<file path="src/rtl/nbr_router_pkg.sv">
package nbr_router_pkg;

  typedef enum logic [1:0] {
    LDIR_SOUTH = 2'd0,
    LDIR_SIDE  = 2'd1,
    LDIR_OWN   = 2'd2,
    LDIR_NORTH = 2'd3
  } ldir_e;

  localparam int NPORT  = 5;
  localparam int PORT_W = 3;

  localparam logic [PORT_W-1:0] PORT_OWN   = 3'd0;
  localparam logic [PORT_W-1:0] PORT_NORTH = 3'd1;
  localparam logic [PORT_W-1:0] PORT_SOUTH = 3'd2;
  localparam logic [PORT_W-1:0] PORT_EAST  = 3'd3;
  localparam logic [PORT_W-1:0] PORT_WEST  = 3'd4;

  typedef struct packed {
    logic [PORT_W-1:0] port;
    logic              present;
  } route_t;

endpackage

</file>
<file path="src/rtl/nbr_addr_decode.sv">
module nbr_addr_decode
  import nbr_router_pkg::*;
#(
  parameter int ADDR_W = 17,
  parameter int BANKS  = 8,
  localparam int MOD_AW = ADDR_W - 2,
  localparam int BANK_W = $clog2(BANKS),
  localparam int WORD_W = MOD_AW - BANK_W - 2
) (
  input  logic [ADDR_W-1:0] addr,
  output ldir_e             ldir,
  output logic [BANK_W-1:0] bank,
  output logic [WORD_W-1:0] word
);

  logic unused_byte_lane;

  assign ldir = ldir_e'(addr[ADDR_W-1 -: 2]);
  assign bank = addr[MOD_AW-1 -: BANK_W];
  assign word = addr[WORD_W+1:2];
  assign unused_byte_lane = ^addr[1:0];

endmodule

</file>
<file path="src/rtl/nbr_dir_map.sv">
module nbr_dir_map
  import nbr_router_pkg::*;
#(
  parameter int ROWS          = 4,
  parameter int COLS          = 6,
  parameter bit EVEN_ROW_WEST = 1'b1,
  localparam int ROW_W = (ROWS > 1) ? $clog2(ROWS) : 1,
  localparam int COL_W = (COLS > 1) ? $clog2(COLS) : 1
) (
  input  logic [ROW_W-1:0] row,
  input  logic [COL_W-1:0] col,
  input  ldir_e            ldir,
  output route_t           route
);

  logic side_west;
  logic has_south, has_north, has_west, has_east;

  generate
    if (EVEN_ROW_WEST) begin : g_even_west
      assign side_west = ~row[0];
    end else begin : g_even_east
      assign side_west = row[0];
    end
  endgenerate

  assign has_south = (row != '0);
  assign has_north = (row != ROW_W'(ROWS - 1));
  assign has_west  = (col != '0);
  assign has_east  = (col != COL_W'(COLS - 1));

  always_comb begin
    route = '{port: PORT_OWN, present: 1'b1};
    unique case (ldir)
      LDIR_SOUTH: route = '{port: PORT_SOUTH, present: has_south};
      LDIR_NORTH: route = '{port: PORT_NORTH, present: has_north};
      LDIR_OWN:   route = '{port: PORT_OWN,   present: 1'b1};
      LDIR_SIDE: begin
        if (side_west) route = '{port: PORT_WEST, present: has_west};
        else           route = '{port: PORT_EAST, present: has_east};
      end
      default:    route = '{port: PORT_OWN,   present: 1'b1};
    endcase
  end

endmodule

</file>
<file path="src/rtl/nbr_req_fanout.sv">
module nbr_req_fanout
  import nbr_router_pkg::*;
#(
  parameter int NP = NPORT
) (
  input  logic          valid,
  input  logic          we,
  input  route_t        route,
  output logic [NP-1:0] req,
  output logic [NP-1:0] wstb
);

  logic fire;
  assign fire = valid & route.present;

  generate
    for (genvar p = 0; p < NP; p++) begin : g_port
      assign req[p]  = fire & (route.port == PORT_W'(p));
      assign wstb[p] = req[p] & we;
    end
  endgenerate

endmodule

</file>
<file path="src/rtl/nbr_rsp_return.sv">
module nbr_rsp_return
  import nbr_router_pkg::*;
#(
  parameter int NP     = NPORT,
  parameter int DATA_W = 32
) (
  input  logic                 clk,
  input  logic                 rst,
  input  logic                 valid,
  input  logic                 we,
  input  route_t               route,
  input  logic [NP*DATA_W-1:0] rdata_all,
  output logic                 rd_valid,
  output logic [DATA_W-1:0]    rd_data,
  output logic                 err
);

  logic [PORT_W-1:0] sel_q;
  logic              zero_q;

  always_ff @(posedge clk) begin
    if (rst) begin
      rd_valid <= 1'b0;
      err      <= 1'b0;
      sel_q    <= '0;
      zero_q   <= 1'b1;
    end else begin
      rd_valid <= valid & ~we;
      err      <= valid & ~route.present;
      if (valid) begin
        sel_q  <= route.port;
        zero_q <= ~route.present;
      end
    end
  end

  always_comb begin
    rd_data = '0;
    if (rd_valid && !zero_q) begin
      for (int p = 0; p < NP; p++) begin
        if (sel_q == PORT_W'(p)) rd_data = rdata_all[p*DATA_W +: DATA_W];
      end
    end
  end

endmodule

</file>
<file path="src/rtl/nbr_mem_router.sv">
module nbr_mem_router
  import nbr_router_pkg::*;
#(
  parameter int ROWS   = 4,
  parameter int COLS   = 6,
  parameter int ADDR_W = 17,
  parameter int BANKS  = 8,
  parameter int DATA_W = 32,
  localparam int ROW_W  = (ROWS > 1) ? $clog2(ROWS) : 1,
  localparam int COL_W  = (COLS > 1) ? $clog2(COLS) : 1,
  localparam int BANK_W = $clog2(BANKS),
  localparam int WORD_W = ADDR_W - 2 - BANK_W - 2
) (
  input  logic                    clk,
  input  logic                    rst,
  input  logic [ROW_W-1:0]        tile_row,
  input  logic [COL_W-1:0]        tile_col,
  input  logic                    req_valid,
  input  logic                    req_we,
  input  logic [ADDR_W-1:0]       req_addr,
  input  logic [DATA_W-1:0]       req_wdata,
  output logic [NPORT-1:0]        port_req,
  output logic [NPORT-1:0]        port_we,
  output logic [BANK_W-1:0]       port_bank,
  output logic [WORD_W-1:0]       port_word,
  output logic [DATA_W-1:0]       port_wdata,
  input  logic [NPORT*DATA_W-1:0] port_rdata,
  output logic                    rd_valid,
  output logic [DATA_W-1:0]       rd_data,
  output logic                    acc_err
);

  ldir_e  ldir;
  route_t route;

  nbr_addr_decode #(.ADDR_W(ADDR_W), .BANKS(BANKS)) u_dec (
    .addr (req_addr),
    .ldir (ldir),
    .bank (port_bank),
    .word (port_word)
  );

  nbr_dir_map #(.ROWS(ROWS), .COLS(COLS), .EVEN_ROW_WEST(1'b1)) u_map (
    .row   (tile_row),
    .col   (tile_col),
    .ldir  (ldir),
    .route (route)
  );

  nbr_req_fanout #(.NP(NPORT)) u_fan (
    .valid (req_valid),
    .we    (req_we),
    .route (route),
    .req   (port_req),
    .wstb  (port_we)
  );

  nbr_rsp_return #(.NP(NPORT), .DATA_W(DATA_W)) u_rsp (
    .clk       (clk),
    .rst       (rst),
    .valid     (req_valid),
    .we        (req_we),
    .route     (route),
    .rdata_all (port_rdata),
    .rd_valid  (rd_valid),
    .rd_data   (rd_data),
    .err       (acc_err)
  );

  assign port_wdata = req_wdata;

endmodule

</file>
<file path="config.mk">
export PLATFORM = sky130hd
export DESIGN_NAME = nbr_mem_router
export DESIGN_NICKNAME = d
export VERILOG_FILES = /design/src/rtl/nbr_router_pkg.sv /design/src/rtl/nbr_addr_decode.sv /design/src/rtl/nbr_dir_map.sv /design/src/rtl/nbr_req_fanout.sv /design/src/rtl/nbr_rsp_return.sv /design/src/rtl/nbr_mem_router.sv
export SDC_FILE = /design/constraint.sdc
export NUM_CORES = 1
export LEC_CHECK = 0
export BUFFER_PORTS_ARGS = -buffer_cell sky130_fd_sc_hd__buf_2
export CAP_MARGIN = 0
export CORE_AREA = 3 3 118 120
export CTS_BUF_LIST = sky130_fd_sc_hd__clkbuf_16
export CTS_CLUSTER_DIAMETER = 50
export DETAILED_ROUTE_END_ITERATION = 16
export DIE_AREA = 0 0 121 123
export RECOVER_POWER = 50
export SLEW_MARGIN = 20
export SYNTH_ARGS = -nofsm -noshare
export SYNTH_HDL_FRONTEND = slang
export SYNTH_HIERARCHICAL = 1
export SYNTH_SLANG_ARGS = --single-unit
</file>
<file path="constraint.sdc">
create_clock -name clk -period 1.8 [get_ports clk]
set_clock_uncertainty 0.05 [all_clocks]
set_input_delay 0.27 -clock clk [delete_from_list [all_inputs] [get_ports clk]]
set_output_delay 0.27 -clock clk [all_outputs]
set_load 0.02 [all_outputs]
</file>
==> results.md <==
* Status: finished with violations
* Failing checks: setup timing
* Hold_sp: rst
* Row count at 42
* Most instantiated cells after synthesis: 72 x nor2_1, 50 x buf_4, 36 x nand2_1
* Buf/Inv on CP at 2
* Start point of the critical path: u_rsp/sel_q[0]
* Residual DRC count at 0
* Routed WL at 11.13 mm
* Die X at 121 um
* Total number of vias at 3,009
* Starting Density at 16.46%
* Initial antenna violation count at 1
* CP max FO at 19
* Vias in the first global route at 2,759
* Drt pass-1 iters at 4
* Hpwl dp at 8.050 mm
* CP delay by family, top: flip-flops
* Worst Max-Slew Pin Slew at 284.0 ps
* Post-synth top area share at 17.43%
* Boundary Pins at 307
* CTS Buf Count at 3
* Tmin final at 1900 ps
* Critical path required time at 1480 ps
* Core Box Area at 13,090 um^2
* VDD IR-drop max at 0.2023 mV
* Number of clock sinks at 6
* Placer congestion estimate at 0.6838
* Period utilization at 105.6%
* CTS HTree Levels at 1
* Pleak at 1.780 nW
* First-pass GRT wire length at 14.61 mm
* Final hold vios at 0
* Syn_area_per_cell at 6.729 um^2
* Remaining Overflow, GRT at 0
* Clock Tree Buf Depth at 2
* Combinational power share at 60.5%
* CTS root buf: clkbuf_16
* Max-slew violation count at 0
* CP endpoint kind: output pin
* Post-synth top flop: dfxtp_1
* CP Data Arrival Time at 1580 ps
* Sequential fraction of design power at 11.4%
* Post-synthesis to final-layout area growth at 82.74%
* Layout cell share with drive strength beyond 1 at 62.53%
* Synth area leaders: buf_4 17%, mux2i_1 16%, o221a_1 16%
* Mapped Nets at 538
* Cells after Synth at 320
* Total GRT Usage at 12.53%
* Drt via density at 4.511
* Largest area contributor in the netlist: buf_4
* Setup TNS at -1715 ps
* CP Cell Sequence: buf_12 -> mux2i_4 -> nor2_1 -> o221a_2 -> buf_2
* Slew margin rel. at 80.86%
* R2R Path Start: u_rsp/sel_q[0]
* NumNets Final at 710
* Hold_ws at 194.2 ps
* Setup violators final at 35
* Die area at 14,880 um^2
* Largest net degree at the start of global routing at 22
* #FFs+latches synth at 6
* Tot Pwr at 0.001286 W
* Crit path kind: reg -> out
* Final worst setup slack at -100.3 ps
* Post-synthesis async set-or-reset flop share at 0%
* RSZ-0062 raised after global routing: yes
* Internal at 0.0008311 W
* Post-DRT Antenna Nets at 0
* N_diodes at 0
* Fmax at 526.2 MHz
* # hold bufs at CTS at 0
* Min-delay worst type: in -> reg
* Number of max-cap violations at 0
* Initial DRC Count at 96
* Sw Share at 35.38%
* YS warnings at 6
* CP startpoint kind: register
* Wirelength per Cell at 16.69 um
* Port Buffers at 214
* Clock Power Share at 28.1%
* EDFF count, synth at 0
* Clock Latency Late Sink at 230 ps
* Clock-pin slew of the registers on the worst-case setup and hold paths at 30 ps
* Crit path largest cell delay at 380 ps
* Crit path max-delay cell type: dfxtp_4
* Die Y at 123 um
* Synth Cell Area at 2153 um^2
* Count leader, synth: nor2_1
* Sequential area share after synthesis at 5.578%
* Pwr/cell area at 326.9 nW/um^2
* Net switching power at 0.0004551 W
* CTS tree: yes
* Distinct cells, synth at 33
-- final timing paths --
check / to / slack, ps / depth (start not counted)
max: rd_data[15] / -100 / 5
min reg2reg: u_rsp/sel_q[1] / 500 / 2
max reg2reg: u_rsp/sel_q[0] / 800 / 3
min: u_rsp/sel_q[0] / 190 / 2
-- repair_timing --
action,in CTS,in global routing
gates resized for setup,57,71
buffers inserted,0,3
hold endpoints to repair,0,0
setup endpoints to repair,39,42
pin swaps,8,21
gates cloned,3,2
-- layout make-up --
cell class / count / area, um^2
tap: 176 / 220.2
clock buffer: 3 / 75.07
timing repair buffer: 244 / 1698
sequential: 6 / 126.4
clock inverter: 1 / 3.754
multi-input combinational: 235 / 1804
inverter: 2 / 7.507
fill: 1411 / 9150
-- cells by family after synthesis --
kind of cell / after synthesis / synth area share (%)
AO/OA/AOI/OAI: 70 / 27.77
buffers and inverters: 79 / 24.58
flip-flops: 6 / 5.578
multiplexers: 35 / 16.27
AND/OR/NAND/NOR: 130 / 25.80
-- power groups by stage --
stage	clock network, W	logic [W]	registers, W
floorplan	0	0.000451	0.000147
global placement	0	0.000612	0.000147
detailed placement	0	0.000617	0.000147
CTS	0.000368	0.000706	0.000147
global route	0.000374	0.000844	0.000148
finish	0.000361	0.000778	0.000147
-- metal layers --
metal / global-route usage [%] / wire [um]
met1: 15.66 / 4401
met2: 21.15 / 5427
met3: 2.882 / 970
met4: 4.462 / 313
met5: 0 / 20
-- placed cells by master (no fill, tap or decap), drive strengths merged, types with 2 or more instances in the layout --
master,n
clkbuf,5
inv,3
a21oi,2
o221a,32
buf,241
nor3,4
mux2i,35
nand3,2
nor2,72
or2,2
o22ai,32
dfxtp,6
nand2b,5
nor4,3
nand2,36
-- metrics by stage --
stage	setup WS (ps)	instances	util [%]	instance area, um^2
2_1_floorplan	-99.35	320	-	2176
3_3_place_gp	-14.44	655	24.44	3198
3_5_place_dp	-22.89	655	24.44	3198
4_1_cts	-110.6	662	27.48	3596
5_1_grt	-137.9	667	30.07	3935
6_report	-100.3	667	30.07	3935
-- state kept, by name, summed over array words and instances, names as in the netlist --
| register | cells |
|---|---|
| u_rsp/err | 1 |
| u_rsp/rd_valid | 1 |
| u_rsp/sel_q | 3 |
| u_rsp/zero_q | 1 |
(Power assumes the default switching activity.)
